===== config.mk =====
export PLATFORM = sky130hd
export DESIGN_NAME = mdio_cmd_engine
export DESIGN_NICKNAME = d
export VERILOG_FILES = /design/src/rtl/mdio_pkg.sv /design/src/rtl/mdio_ctrl.sv /design/src/rtl/mdio_dp.sv /design/src/rtl/mdio_cmd_engine.sv
export SDC_FILE = /design/constraint.sdc
export NUM_CORES = 1
export LEC_CHECK = 0
export ABC_AREA = 1
export CORE_ASPECT_RATIO = 0.8
export CORE_MARGIN = 8
export CORE_UTILIZATION = 56
export CTS_CLUSTER_DIAMETER = 150
export DETAILED_ROUTE_END_ITERATION = 10
export GPL_TIMING_DRIVEN = 0
export HOLD_SLACK_MARGIN = 0.05
export PLACE_DENSITY = 0.8
export SYNTH_ARGS = -nofsm -noshare
export SYNTH_HDL_FRONTEND = slang
export SYNTH_SLANG_ARGS = --single-unit

===== constraint.sdc =====
create_clock -name clk -period 1.7 [get_ports clk]
set_input_delay 0.51 -clock clk [delete_from_list [all_inputs] [get_ports clk]]
set_output_delay 0.51 -clock clk [all_outputs]
set_load 0.01 [all_outputs]

===== src/rtl/mdio_pkg.sv =====
package mdio_pkg;
  localparam int FRAME_BITS  = 64;
  localparam int BUSY_BIT    = 29;
  localparam int RD_BIT      = 27;
  localparam int WR_BIT      = 26;
  localparam int PHY_LSB     = 21;
  localparam int REG_LSB     = 16;
  localparam int RELEASE_IDX = 46;  // first bit not driven on a read
  localparam int DATA_IDX    = 48;  // first data bit of the frame

  typedef struct packed {
    logic load;     // accept a new command and launch a frame
    logic shift;    // advance to the next frame bit (MDC falling)
    logic capture;  // sample MDIO (MDC rising, read data bits)
    logic done;     // frame finished
    logic drive;    // master owns MDIO this bit
  } mdioStrobes_t;
endpackage


===== src/rtl/mdio_ctrl.sv =====
module mdio_ctrl
  import mdio_pkg::*;
#(
  parameter int HALF_DIV = 25
) (
  input  logic         clk,
  input  logic         rstN,
  input  logic         cmdWrEn,
  input  logic         startBit,
  input  logic         readBit,
  output logic         busy,
  output logic         mdc,
  output mdioStrobes_t strobes
);
  localparam int DIV_W = (HALF_DIV > 1) ? $clog2(HALF_DIV) : 1;
  localparam int IDX_W = $clog2(FRAME_BITS);

  logic [DIV_W-1:0] divCnt;
  logic [IDX_W-1:0] bitIdx;
  logic             busyR;
  logic             mdcR;
  logic             isRead;
  logic             tick;
  logic             lastBit;

  assign tick    = busyR && (divCnt == DIV_W'(HALF_DIV - 1));
  assign lastBit = (bitIdx == IDX_W'(FRAME_BITS - 1));

  always_comb begin
    strobes.load    = cmdWrEn && startBit && !busyR;
    strobes.capture = tick && !mdcR && isRead && (bitIdx >= IDX_W'(DATA_IDX));
    strobes.shift   = tick && mdcR && !lastBit;
    strobes.done    = tick && mdcR && lastBit;
    strobes.drive   = busyR && !(isRead && (bitIdx >= IDX_W'(RELEASE_IDX)));
  end

  always_ff @(posedge clk or negedge rstN) begin
    if (!rstN) begin
      busyR  <= 1'b0;
      mdcR   <= 1'b0;
      divCnt <= '0;
      bitIdx <= '0;
      isRead <= 1'b0;
    end else if (strobes.load) begin
      busyR  <= 1'b1;
      mdcR   <= 1'b0;
      divCnt <= '0;
      bitIdx <= '0;
      isRead <= readBit;
    end else if (busyR) begin
      divCnt <= tick ? '0 : divCnt + 1'b1;
      if (tick) mdcR <= ~mdcR;
      if (strobes.shift) bitIdx <= bitIdx + 1'b1;
      if (strobes.done) begin
        busyR <= 1'b0;
        mdcR  <= 1'b0;
      end
    end
  end

  assign busy = busyR;
  assign mdc  = mdcR;

  AST_MDC_IDLE: assert property (@(posedge clk) disable iff (!rstN)
    !busyR |-> !mdcR);
  AST_MDC_HOLD: assert property (@(posedge clk) disable iff (!rstN)
    (busyR && !tick) |=> $stable(mdcR));
  AST_ONE_STROBE: assert property (@(posedge clk) disable iff (!rstN)
    $onehot0({strobes.load, strobes.shift, strobes.capture, strobes.done}));
  AST_BUSY_LAUNCH: assert property (@(posedge clk) disable iff (!rstN)
    $rose(busyR) |-> $past(cmdWrEn && startBit));
  AST_CAPTURE_RELEASED: assert property (@(posedge clk) disable iff (!rstN)
    strobes.capture |-> !strobes.drive);
endmodule


===== src/rtl/mdio_dp.sv =====
module mdio_dp
  import mdio_pkg::*;
(
  input  logic         clk,
  input  logic         rstN,
  input  logic         cmdWrEn,
  input  logic [31:0]  cmdWrData,
  input  logic         mdioIn,
  input  logic         busy,
  input  mdioStrobes_t strobes,
  output logic [31:0]  cmdRdData,
  output logic         mdioOut,
  output logic         mdioOe
);
  logic [31:0]           cmdReg;
  logic [FRAME_BITS-1:0] frame;
  logic [15:0]           rxData;
  logic                  wantRead;
  logic [1:0]            opCode;
  logic [1:0]            turnBits;
  logic [15:0]           txData;

  assign wantRead = cmdWrData[RD_BIT];
  assign opCode   = wantRead ? 2'b10 : 2'b01;
  assign turnBits = wantRead ? 2'b11 : 2'b10;
  assign txData   = wantRead ? 16'hFFFF : cmdWrData[15:0];

  always_ff @(posedge clk or negedge rstN) begin
    if (!rstN) begin
      cmdReg <= '0;
      frame  <= '1;
      rxData <= '0;
    end else begin
      if (cmdWrEn && !busy)
        cmdReg <= cmdWrData;
      else if (strobes.done && cmdReg[RD_BIT])
        cmdReg[15:0] <= rxData;

      if (strobes.load)
        frame <= {32'hFFFF_FFFF, 2'b01, opCode,
                  cmdWrData[PHY_LSB +: 5], cmdWrData[REG_LSB +: 5],
                  turnBits, txData};
      else if (strobes.shift)
        frame <= {frame[FRAME_BITS-2:0], 1'b1};

      if (strobes.capture)
        rxData <= {rxData[14:0], mdioIn};
    end
  end

  assign cmdRdData = {cmdReg[31:BUSY_BIT+1], busy, cmdReg[BUSY_BIT-1:0]};
  assign mdioOut   = frame[FRAME_BITS-1];
  assign mdioOe    = strobes.drive;

  AST_IGNORE_BUSY: assert property (@(posedge clk) disable iff (!rstN)
    (busy && !strobes.done) |=> $stable(cmdReg));
  AST_RESULT_KEEPS_FIELDS: assert property (@(posedge clk) disable iff (!rstN)
    strobes.done |=> (cmdReg[31:16] == $past(cmdReg[31:16])));
  AST_OE_IDLE: assert property (@(posedge clk) disable iff (!rstN)
    !busy |-> !mdioOe);
  AST_LOAD_PREAMBLE: assert property (@(posedge clk) disable iff (!rstN)
    strobes.load |=> mdioOut);
endmodule


===== src/rtl/mdio_cmd_engine.sv =====
module mdio_cmd_engine
  import mdio_pkg::*;
#(
  parameter int HALF_DIV = 25
) (
  input  logic        clk,
  input  logic        rstN,
  input  logic        cmdWrEn,
  input  logic [31:0] cmdWrData,
  output logic [31:0] cmdRdData,
  output logic        mdc,
  output logic        mdioOut,
  output logic        mdioOe,
  input  logic        mdioIn
);
  mdioStrobes_t strobes;
  logic         busy;

  mdio_ctrl #(.HALF_DIV(HALF_DIV)) ctrlInst (
    .clk      (clk),
    .rstN     (rstN),
    .cmdWrEn  (cmdWrEn),
    .startBit (cmdWrData[BUSY_BIT]),
    .readBit  (cmdWrData[RD_BIT]),
    .busy     (busy),
    .mdc      (mdc),
    .strobes  (strobes)
  );

  mdio_dp dpInst (
    .clk       (clk),
    .rstN      (rstN),
    .cmdWrEn   (cmdWrEn),
    .cmdWrData (cmdWrData),
    .mdioIn    (mdioIn),
    .busy      (busy),
    .strobes   (strobes),
    .cmdRdData (cmdRdData),
    .mdioOut   (mdioOut),
    .mdioOe    (mdioOe)
  );
endmodule


## After elaboration in Yosys (flattened, before gate mapping)

Index checks and enable logic that the tools add are counted.

- $add $sub $neg: 2
- Order comparisons: 2
- Eq/ne operators: 2
- Muxes and demuxes: 20
- Bitwise logic cells: 1
- Reduce and logical (&&, ||, !) cells: 23

Operator list:

| operator | count |
|---|---|
| 2-to-1 mux 64 bit | 2 |
| 2-to-1 mux 16 bit | 3 |
| 2-to-1 mux 6 bit | 3 |
| 2-to-1 mux 5 bit | 3 |
| logical AND 1 bit | 13 |
| greater-or-equal comparator 6 bit (second input constant) | 2 |
| 2-to-1 mux 1 bit | 8 |
| adder 6 x 1 -> 6 bit (second input constant) | 1 |
| == test 6 bit (second input constant) | 1 |
| nonzero test 2 bit | 3 |
| adder 5 x 1 -> 5 bit (second input constant) | 1 |
| == test 5 bit (second input constant) | 1 |
| zero test 1 bit | 4 |
| AND reduction 2 bit | 2 |
| nonzero test 3 bit | 1 |
| 2-to-1 mux 2 bit | 1 |
| inverter 1 bit | 1 |

- Register bits: 126
- Bits of input ports: 36
- Output and inout port bits: 35

## Longest topological paths before layout

Gate-level depths: netlist (run 1).

- Depth after elaboration: 7
- Gate-level depth with buffers: 10
- Depth with buffers taken out: 9

## Hierarchy

Synthesis (run 1) repeated with hierarchy kept, for this count alone.

- Cells, all modules: 630
- Area, all modules: 5,555.3 sq um

By module, submodules not included:

| module | times used | cells an instance | area an instance (sq um) | seq. area each (sq um) |
|---|---|---|---|---|
| mdio_dp | 1 | 527 | 4,742.0 | 2,857.7 |
| mdio_ctrl | 1 | 103 | 813.3 | 350.3 |

## Worst setup path before layout (run 1)

OpenSTA, ideal clock, no wires.

- Path kind: register to output
- Start point: reg ctrlInst.bitIdx[0]
- End point: out mdioOe
- Arrival: 1.002 ns
- Path slack: 0.188 ns
- Stages on the path, launching flop included: 6
- Buffers on the path: 0
- Cell sequence: dfrtp_1 inv_1 ha_1 nor2_1 o21ai_0 a31oi_1

- Longest elaborated chain between the ends: 4

RTL lines:

| what | line | source |
|---|---|---|
| start, declared | mdio_ctrl.sv:19 | `logic [IDX_W-1:0] bitIdx;` |
| start signal, assigned | mdio_ctrl.sv:53 | `if (strobes.shift) bitIdx <= bitIdx + 1'b1;` |
| greater-or-equal comparator 6 bit | mdio_ctrl.sv:34 | `strobes.drive = busyR && !(isRead && (bitIdx >= IDX_W'(RELEASE_IDX)));` |
| logical AND 1 bit | mdio_ctrl.sv:34 |  |
| zero test 1 bit | mdio_ctrl.sv:34 |  |
| logical AND 1 bit | mdio_ctrl.sv:34 |  |
| end, declared | mdio_cmd_engine.sv:13 | `output logic mdioOe,` |

Every way passes these cells.

## Worst setup path after layout (run 1)

Ends and elaborated chain as after synthesis.

==> out/results.ini, run 1 <==
[die]
initial_core_util_pct = 57.33
row_count = 33
pin_count = 71
die_h_um = 107.4
placeableCoreArea_um2 = 10200
fp.dieW_um = 130.2
fp.dieArea_um2 = 13990

[worst_hold_path]
hold_class = reg -> reg
min_to = dpInst.frame[38]$_DFFE_PN1P_
hold_start = dpInst.frame[38]$_DFFE_PN1P_
hold_path_depth = 2

[power_and_ir_drop]
switching_power_mw = 3.396
p_clk_share_pct = 30.9
power.share.switching_pct = 30.40
power_per_cell_area_nw_per_um2 = 1431
power.leakage_nw = 3.878
power_frac_seq_pct = 45.0
ir_worst_vdd_v = 0.0009645
p_comb_share_pct = 24.0
p_int_mw = 7.774

[drt]
finalWirelength_um = 16630
firstDrtPassIters = 5
wire_per_inst_um = 17.12
routed-wl-met3_um = 1253
drtIter0Drc = 557
antenna_left = 0
wl_met1_um = 6925
top_layer = met4
vias = 5324
drc_errors = 0
met2_length_um = 8157
avgViaCountPerCell = 5.483

[setup_path]
crit_family = flip-flops
critPathLaunchType = flip-flop
crit_chain = inv_2 -> ha_4 -> nor2_2 -> o21ai_1 -> a31oi_1 -> buf_2
r2r_start = ctrlInst.bitIdx[0]$_DFFE_PN0P_
ff2ff_path_depth = 10
cp.required_ns = 1.19
rr_endpoint = ctrlInst.bitIdx[0]$_DFFE_PN0P_
crit_type = reg -> out
critPathCaptureType = primary output
slowest_delay_ns = 0.37
critical_path_arrival_ns = 1.55
crit_slowest_cell = dfrtp_1
crit_path_max_fanout = 2
cp_num_buf_inv = 2
regToRegSetupSlack_ns = -0.10

[clock_network]
clock-sinks = 125
htreeDepth = 4
numCtsBuffers = 17
path_clk_slew_ns = 0.06
cts-root-buf = clkbuf_16
clock_path_buffers = 2
clock_latency_ns = 0.41
cts_tree = yes

[sta]
post-route-min-period_ns = 2.064
setup_tns_ns = -1.017
hold_viol = 0
skew_ns = 0.008178
rsz0062_at_grt = yes
setup_viol = 33
worst_slew_pin_slew_ns = 0.5467
worst_slack_ns = -0.3639
fmax_mhz = 484.5
slew_viol_final = 0
slew_headroom_pct = 63.55
period_share_pct = 121.4

[synthesis]
ys_seq_elements = 125
synth.top_cell.area_share_pct = 28.76
syn_nets = 733
synth_top_family_by_area = simple AND/OR/NAND/NOR gates
synth_edf_count = 0
synthTopCellsByCount = nand2_1, dfstp_2, o21ai_0
synth_area_leaders = dfstp_2, dfrtp_1, nand2_1
ys_async_sr_fraction_pct = 100.0
syn_area_um2 = 5847
syn_inst = 693
synth_seq_area_share_pct = 54.87
yosysTopAreaCell = dfstp_2
synth_compound_area_share_pct = 8.389
yosysWarnings = 0
synthSimpleGateAreaFrac_pct = 27.24
syn_area_per_cell_um2 = 8.437
synth-main-ff-cell = dfstp_2
synth_xor_area_share_pct = 0.7490
yosys.area_share.adder_pct = 0.8560
synth_mux_area_share_pct = 0
synthDistinctLibCells = 31
synth_most_common_cell = nand2_1

[grt]
antenna_found_initial = 0
grt_pass1_wl_um = 24340
grt_pass1_vias = 5031
overflow = 0
grt_max_degree = 81
track_usage_pct = 22.09

[placement]
hpwlAfterDp_um = 9904
dp_cells = 903
io_buffers = 69
gp_congestion = 0.8602

[final_layout]
nFillCells = 689
multi_input_area_um2 = 2335
seqCellArea_um2 = 3209
final_nets = 858
antenna_cells = 0
area_growth_pct = 33.49
fin_cells = 971
layout-drive-gt1-share_pct = 25.03
post-route-util_pct = 76.53

[status]
violations = setup timing
status = complete, but fails checks

[job]
drv_cap = 0

## how the worst max path moves through the flow
stage	depth (start not counted)	start	slack (ns)	to
after floorplan	5	ctrlInst.bitIdx[0]$_DFFE_PN0P_	0.19	mdioOe
after global placement	1	rstN	-4.53	ctrlInst.bitIdx[0]$_DFFE_PN0P_
after detailed placement	7	cmdWrEn	-0.60	dpInst.cmdReg[14]$_DFFE_PN0P_
after CTS	5	ctrlInst.bitIdx[1]$_DFFE_PN0P_	-0.31	mdioOe
after global routing	6	ctrlInst.bitIdx[0]$_DFFE_PN0P_	-0.38	mdioOe
final	6	ctrlInst.bitIdx[0]$_DFFE_PN0P_	-0.36	mdioOe
## state kept, by name (all words and copies together) (netlist names)
name             cells
dpInst.rxData       16
dpInst.cmdReg       31
ctrlInst.isRead      1
ctrlInst.bitIdx      6
ctrlInst.busy        1
ctrlInst.divCnt      5
dpInst.frame        64
ctrlInst.mdc         1
## cells by family after synthesis
kind of cell	after synthesis
buffers and inverters	97
adders and majority gates	4
AOI/OAI and AO/OA	96
xor gates and xnor gates	5
DFF	125
and+or+nand+nor	366
## power by group through the flow
stage,registers (mW),logic [mW],clock network [mW]
after global routing,5.13,2.97,3.58
final,5.03,2.68,3.46
after detailed placement,4.98,2.28,0
after global placement,4.94,2.14,0
after CTS,4.95,2.36,3.45
after floorplan,4.93,1.42,0
## final cells by class
class	count	area share (%)
timing repair buffer	105	13.24
clock buffer	25	6.348
multi-input combinational	473	29.91
tap	140	2.244
clock inverter	7	0.7855
sequential	125	41.12
buffer	38	3.559
inverter	58	2.789
## timing repair
action	CTS	global route
pin swaps	8	20
resized for setup	60	56
gates cloned	0	7
hold buffers	1	0
setup buffers	12	22
setup endpoints to repair	88	95
endpoints found under the hold margin	45	0
## tightest hold or removal path, stage by stage, from the launching register on
cell     delay [ns]
dfstp_2        0.36
nand2_1        0.05
nand2_1        0.04
## metal layers
layer | vias to the layer above | track usage [%]
met5 | - | 0
met4 | 0 | 6.948
met3 | 37 | 5.743
met2 | 237 | 36.10
met1 | 2601 | 28.13
li1 | 2449 | -
## cells in the final DEF, fill, tap and decap left out, types with 6 or more instances in the layout
cell type          n
nand2_4            6
inv_1             54
o21ai_1           11
nor2_1            17
clkbuf_16         20
buf_6             14
dfstp_2           64
buf_2             13
nand2_1          261
nand2_2            6
clkbuf_1           9
dlygate4sd2_1     33
o21ai_0           60
nand3_1           53
dfrtp_1           60
clkdlybuf4s50_1   32
a21oi_1           17
buf_4             27
## through the flow
stage          power [mW]  hold slack (ns)  instance area (um^2)  setup WS, ns
2_1_floorplan       6.348           0.2144                  5847        0.1881
3_3_place_gp        7.075           0.4496                  6713        -4.534
3_5_place_dp        7.260           0.4559                  6741       -0.6017
4_1_cts             10.76           0.4643                  7391       -0.3116
5_1_grt             11.68           0.4776                  7805       -0.3815
6_report            11.17           0.4637                  7805       -0.3639
Note: power is estimated with default switching activity, not from simulation.
==> inputs of run 2 (changes only) <==
- CORE_UTILIZATION: 56 -> 55
- PLACE_DENSITY: 0.8 -> 0.79
- SLEW_MARGIN: default -> 25
==> run 2 against run 1 <==
  * The flow still finishes with violations (setup timing)
  * Sequential power rose by 3%
  * Combinational power rose by 9.3%
  * Hold slack improved by 0.0027 ns
  * Sequential cell count did not move
  * Via count rose by 3.4%
  * First-iteration DRC count fell by 7.7%
  * Core utilization rose by 3.8 points
  * Critical path type unchanged
  * Highest routed layer unchanged
==> out/results.ini, run 2 (same netlist as run 1, synthesis figures left out) <==
[grt]
grt_pass1_wl_um = 25560
track_usage_pct = 22.34
overflow = 0
grt_pass1_vias = 5307
antenna_found_initial = 0
grt_max_degree = 87

[setup_path]
crit_path_max_fanout = 2
critPathCaptureType = primary output
critical_path_arrival_ns = 1.57
critPathLaunchType = flip-flop
cp.required_ns = 1.19
crit_type = reg -> out

[die]
placeableCoreArea_um2 = 10280
fp.dieW_um = 131.3
pin_count = 71
initial_core_util_pct = 56.87
row_count = 33
die_h_um = 108.2
fp.dieArea_um2 = 14210

[final_layout]
antenna_cells = 0
mostFrequentLayoutCells = nand2_1, dfstp_2, o21ai_0, dfrtp_1, inv_1
layout-drive-gt1-share_pct = 32.29
mostFrequentLayoutCell = nand2_1
design_area_um2 = 8263
final_nets = 860
area_growth_pct = 41.32
post-route-util_pct = 80.37
reg_top3 = dpInst.frame: 64 flops, dpInst.cmdReg: 31 flops, dpInst.rxData: 16 flops
regMostFlops = dpInst.frame
largest_reg_flops = 64

[job]
drv_cap = 0

[power_and_ir_drop]
power_frac_seq_pct = 43.1
power.share.switching_pct = 30.60
power.leakage_nw = 4.088
ir_worst_vdd_v = 0.001057
p_clk_share_pct = 32.5
p_int_mw = 8.320
power_per_cell_area_nw_per_um2 = 1451
switching_power_mw = 3.669
p_total_mw = 11.99
p_comb_share_pct = 24.5

[drt]
finalWirelength_um = 17990
drc_errors = 0
antenna_left = 0
wire_per_inst_um = 18.49
avgViaCountPerCell = 5.656
firstDrtPassIters = 5
vias = 5503
drtIter0Drc = 514

[sta]
slew_headroom_pct = 61.05
skew_ns = 0.007661
post-route-min-period_ns = 2.084
setup_tns_ns = -8.820
period_share_pct = 122.6
slew_viol_final = 0
fmax_mhz = 479.9
hold_viol = 0
setup_viol = 86
rsz0062_at_grt = yes
worst_slack_ns = -0.3836
worst_slew_pin_slew_ns = 0.5843

[clock_network]
numCtsBuffers = 17
cts_tree = yes
path_clk_slew_ns = 0.05
htreeDepth = 4
clock_latency_ns = 0.42
cts-root-buf = clkbuf_16
clock_path_buffers = 2
clock-sinks = 125

[placement]
preCtsSetupSlack_ns = -0.5889
io_buffers = 69
place_area_um2 = 6745
gp_congestion = 0.8437
hpwlAfterDp_um = 9892

[status]
violations = setup timing
status = complete, but fails checks

[worst_hold_path]
hold_class = reg -> reg

run 2: changes by cell type in the layout (fill, tap and decap cells not counted), sizes merged:
cell	before	now
buf	61	60
bufinv	1	3
clkdlybuf4s15	0	1
clkdlybuf4s50	32	33
clkinv	5	2
clkinvlp	0	3
dlygate4sd2	33	32
run 2: what timing repair did:
item	4_1_cts	5_1_grt
hold buffers	1	0
hold endpoints to repair	20	0
endpoints found under the setup margin	77	102
gates cloned	0	9
setup buffers	16	16
resized for setup	67	131
pin swaps	7	21
run 2: worst max-delay path: stages (launching register included):
cell     delay [ns]
dfrtp_1        0.42
ha_4           0.19
nor2_4         0.07
o21ai_2        0.05
a31oi_1        0.23
buf_2          0.19
run 2: stage by stage:
stage / hold slack (ns) / instances
floorplan: 0.2144 / 693
global placement: 0.4497 / 902
detailed placement: 0.4052 / 903
CTS: 0.4636 / 952
global route: 0.4845 / 973
finish: 0.4665 / 973
run 2: final cells by class:
cell class / count / area (um^2)
inverters: 58 / 217.7
well taps: 140 / 175.2
repair buffers: 107 / 1122
flip-flops and latches: 125 / 3211
multi-input cells: 473 / 2596
clock inverters: 9 / 128.9
plain buffers: 38 / 302.8
clock buffers: 23 / 509.2
fillers: 579 / 2018
run 2: metal layers:
| metal | share of wire [%] | global-route usage [%] |
|---|---|---|
| met1 | 40 | 27.15 |
| met2 | 49 | 36.46 |
| met3 | 8.0 | 6.997 |
| met4 | 3.2 | 9.894 |
| met5 | 0 | 0 |
run 2: power groups by stage:
| stage | logic, mW | registers, mW | clock network (mW) |
|---|---|---|---|
| 4_1_cts | 2.43 | 4.97 | 3.89 |
| 3_3_place_gp | 2.14 | 4.94 | 0 |
| 2_1_floorplan | 1.42 | 4.93 | 0 |
| 6_report | 2.93 | 5.16 | 3.89 |
| 5_1_grt | 3.26 | 5.25 | 4.05 |
| 3_5_place_dp | 2.28 | 4.99 | 0 |
run 2: path summary, 6_finish.rpt:
kind,depth (start not counted),slack (ns),from,end
setup / recovery,5,-0.38,ctrlInst.bitIdx[1]$_DFFE_PN0P_,mdioOe
max in group asynchronous,3,0.40,rstN,dpInst.frame[9]$_DFFE_PN1P_
setup reg to reg,10,-0.26,ctrlInst.bitIdx[1]$_DFFE_PN0P_,dpInst.frame[18]$_DFFE_PN1P_
hold / removal,2,0.47,dpInst.frame[26]$_DFFE_PN1P_,dpInst.frame[26]$_DFFE_PN1P_
hold reg to reg,2,0.47,dpInst.frame[26]$_DFFE_PN1P_,dpInst.frame[26]$_DFFE_PN1P_
min in group asynchronous,2,0.55,rstN,ctrlInst.divCnt[0]$_DFFE_PN0P_
==> inputs of run 3 (changes only) <==
- SKIP_CTS_REPAIR_TIMING: default -> 1
- clock period: 1.7 -> 2.4 ns (I/O delays scaled with it)
==> run 3 against run 2 <==
  * The run now ends clean
  * Sequential power fell by 31%
  * Total power fell by 34%
  * Core utilization fell by 8.4 points
  * Sequential share of layout area rose by 4.5 points
  * Via count fell by 9.1%
  * Register-to-register slack improved by 0.83 ns
  * Hold slack got worse by 0.29 ns
  * Final area fell by 10%
  * Wire length fell by 19%
==> out/results.ini, run 3 (same netlist as run 1, synthesis figures left out) <==
[die]
initial_core_util_pct = 56.87
row_count = 33
die_h_um = 108.2
fp.dieW_um = 131.3
pin_count = 71
fp.dieArea_um2 = 14210
placeableCoreArea_um2 = 10280

[setup_path]
critical_path_arrival_ns = 1.63
slowest_delay_ns = 0.40
cp.required_ns = 1.68
critPathLaunchType = flip-flop
crit_chain = inv_2 -> ha_4 -> nor2_2 -> o21ai_1 -> a31oi_1 -> buf_2
crit_path_max_fanout = 4
critPathCaptureType = primary output
cp_num_buf_inv = 2
crit_slowest_cell = dfrtp_1
crit_type = reg -> out
crit_family = flip-flops

[clock_network]
clock-sinks = 125
clock_path_buffers = 2
path_clk_slew_ns = 0.06
numCtsBuffers = 17
cts-root-buf = clkbuf_16
clock_latency_ns = 0.41
htreeDepth = 4
cts_tree = yes

[power_and_ir_drop]
power_frac_seq_pct = 44.8
power_per_cell_area_nw_per_um2 = 1069
p_comb_share_pct = 20.8
p_clk_share_pct = 34.5
power.share.switching_pct = 27.89
ir_worst_vdd_v = 0.0007108
p_int_mw = 5.702
power.leakage_nw = 3.561
switching_power_mw = 2.206

[grt]
grt_pass1_wl_um = 24580
grt_max_degree = 87
track_usage_pct = 21.42
overflow = 0
grt_pass1_vias = 5119
antenna_found_initial = 0

[placement]
io_buffers = 69
hpwlAfterDp_um = 9892
preCtsSetupSlack_ns = -0.09888
gp_congestion = 0.8437

[sta]
skew_ns = 0.008609
rsz0062_at_grt = no
hold_ws_ns = 0.1752
worst_slack_ns = 0.05074
fmax_mhz = 425.7
post-route-min-period_ns = 2.349
period_share_pct = 97.89
hold_viol = 0
worst_slew_pin_slew_ns = 0.5812
slew_viol_final = 0
setup_viol = 0
slew_headroom_pct = 61.25

[final_layout]
area_growth_pct = 26.58
mostFrequentLayoutCells = nand2_1, clkdlybuf4s50_1, dfstp_2
regMostFlops = dpInst.frame
nFillCells = 735
reg_top3 = dpInst.frame: 64 flops, dpInst.cmdReg: 31 flops, dpInst.rxData: 16 flops
final_nets = 823
post-route-util_pct = 71.98
antenna_cells = 0
mostFrequentLayoutCell = nand2_1
layout-drive-gt1-share_pct = 18.59
largest_reg_flops = 64

[drt]
antenna_left = 0
avgViaCountPerCell = 5.343
wire_per_inst_um = 15.48
firstDrtPassIters = 6
drtIter0Drc = 517
drc_errors = 0
finalWirelength_um = 14490
vias = 5001

[status]
status = finished, final reports clean

[job]
drv_cap = 0

[worst_hold_path]
hold_class = in -> async

-- run 3: final timing paths --
| path | from | slack [ns] | endpoint | cells after the start |
|---|---|---|---|---|
| min in group clk | dpInst.frame[26]$_DFFE_PN1P_ | 0.46 | dpInst.frame[26]$_DFFE_PN1P_ | 2 |
| worst min-delay path | rstN | 0.18 | ctrlInst.divCnt[0]$_DFFE_PN0P_ | 1 |
| worst max-delay path | ctrlInst.bitIdx[0]$_DFFE_PN0P_ | 0.05 | mdioOe | 6 |
| max in group asynchronous | rstN | 1.49 | dpInst.frame[9]$_DFFE_PN1P_ | 2 |
| worst min register to register | dpInst.frame[26]$_DFFE_PN1P_ | 0.46 | dpInst.frame[26]$_DFFE_PN1P_ | 2 |
| worst max register to register | ctrlInst.bitIdx[1]$_DFFE_PN0P_ | 0.57 | dpInst.cmdReg[8]$_DFFE_PN0P_ | 7 |
-- run 3: power groups by stage --
stage / logic [mW] / registers, mW / clock network [mW]
2_1_floorplan: 1.00 / 3.49 / 0
3_3_place_gp: 1.52 / 3.50 / 0
3_5_place_dp: 1.62 / 3.53 / 0
4_1_cts: 1.64 / 3.52 / 2.76
5_1_grt: 1.90 / 3.62 / 2.85
6_report: 1.64 / 3.54 / 2.72
-- run 3: layout make-up --
class                   instances  area, um^2  area share (%)
flip-flops and latches        125        3208           43.35
multi-input cells             471        2192           29.62
repair buffers                 71       725.7           9.806
clock buffers                  23       509.2           6.881
plain buffers                  39       244.0           3.297
inverters                      58       217.7           2.942
well taps                     140       175.2           2.367
clock inverters                 9       128.9           1.741
-- run 3: per-layer routing --
metal  track usage, %  routed length [um]  vias to the layer above
met5                0                   0                        -
met4            8.095                 233                        0
met3            6.766                 889                       21
met2            35.07                6949                      179
met1            26.40                6417                     2434
li1                 -                   -                     2367
-- run 3: stage by stage --
stage	std cells	instance area [um^2]	total power [mW]	TNS, ns
2_1_floorplan	693	5847	4.497	0
3_3_place_gp	902	6713	5.012	-407.67
4_1_cts	935	7383	7.915	-0.4358
3_5_place_dp	903	6745	5.149	-0.2391
5_1_grt	936	7401	8.366	0
6_report	936	7401	7.908	0
-- run 3: worst reg2reg max path, stage by stage, from the launching register on --
cell and delay [ns]:
dfrtp_1 0.47, ha_1 0.27, nand3_2 0.16, nor2_8 0.19, nand4_4 0.20, buf_2 0.25
nand3_1 0.10, nand2_1 0.08
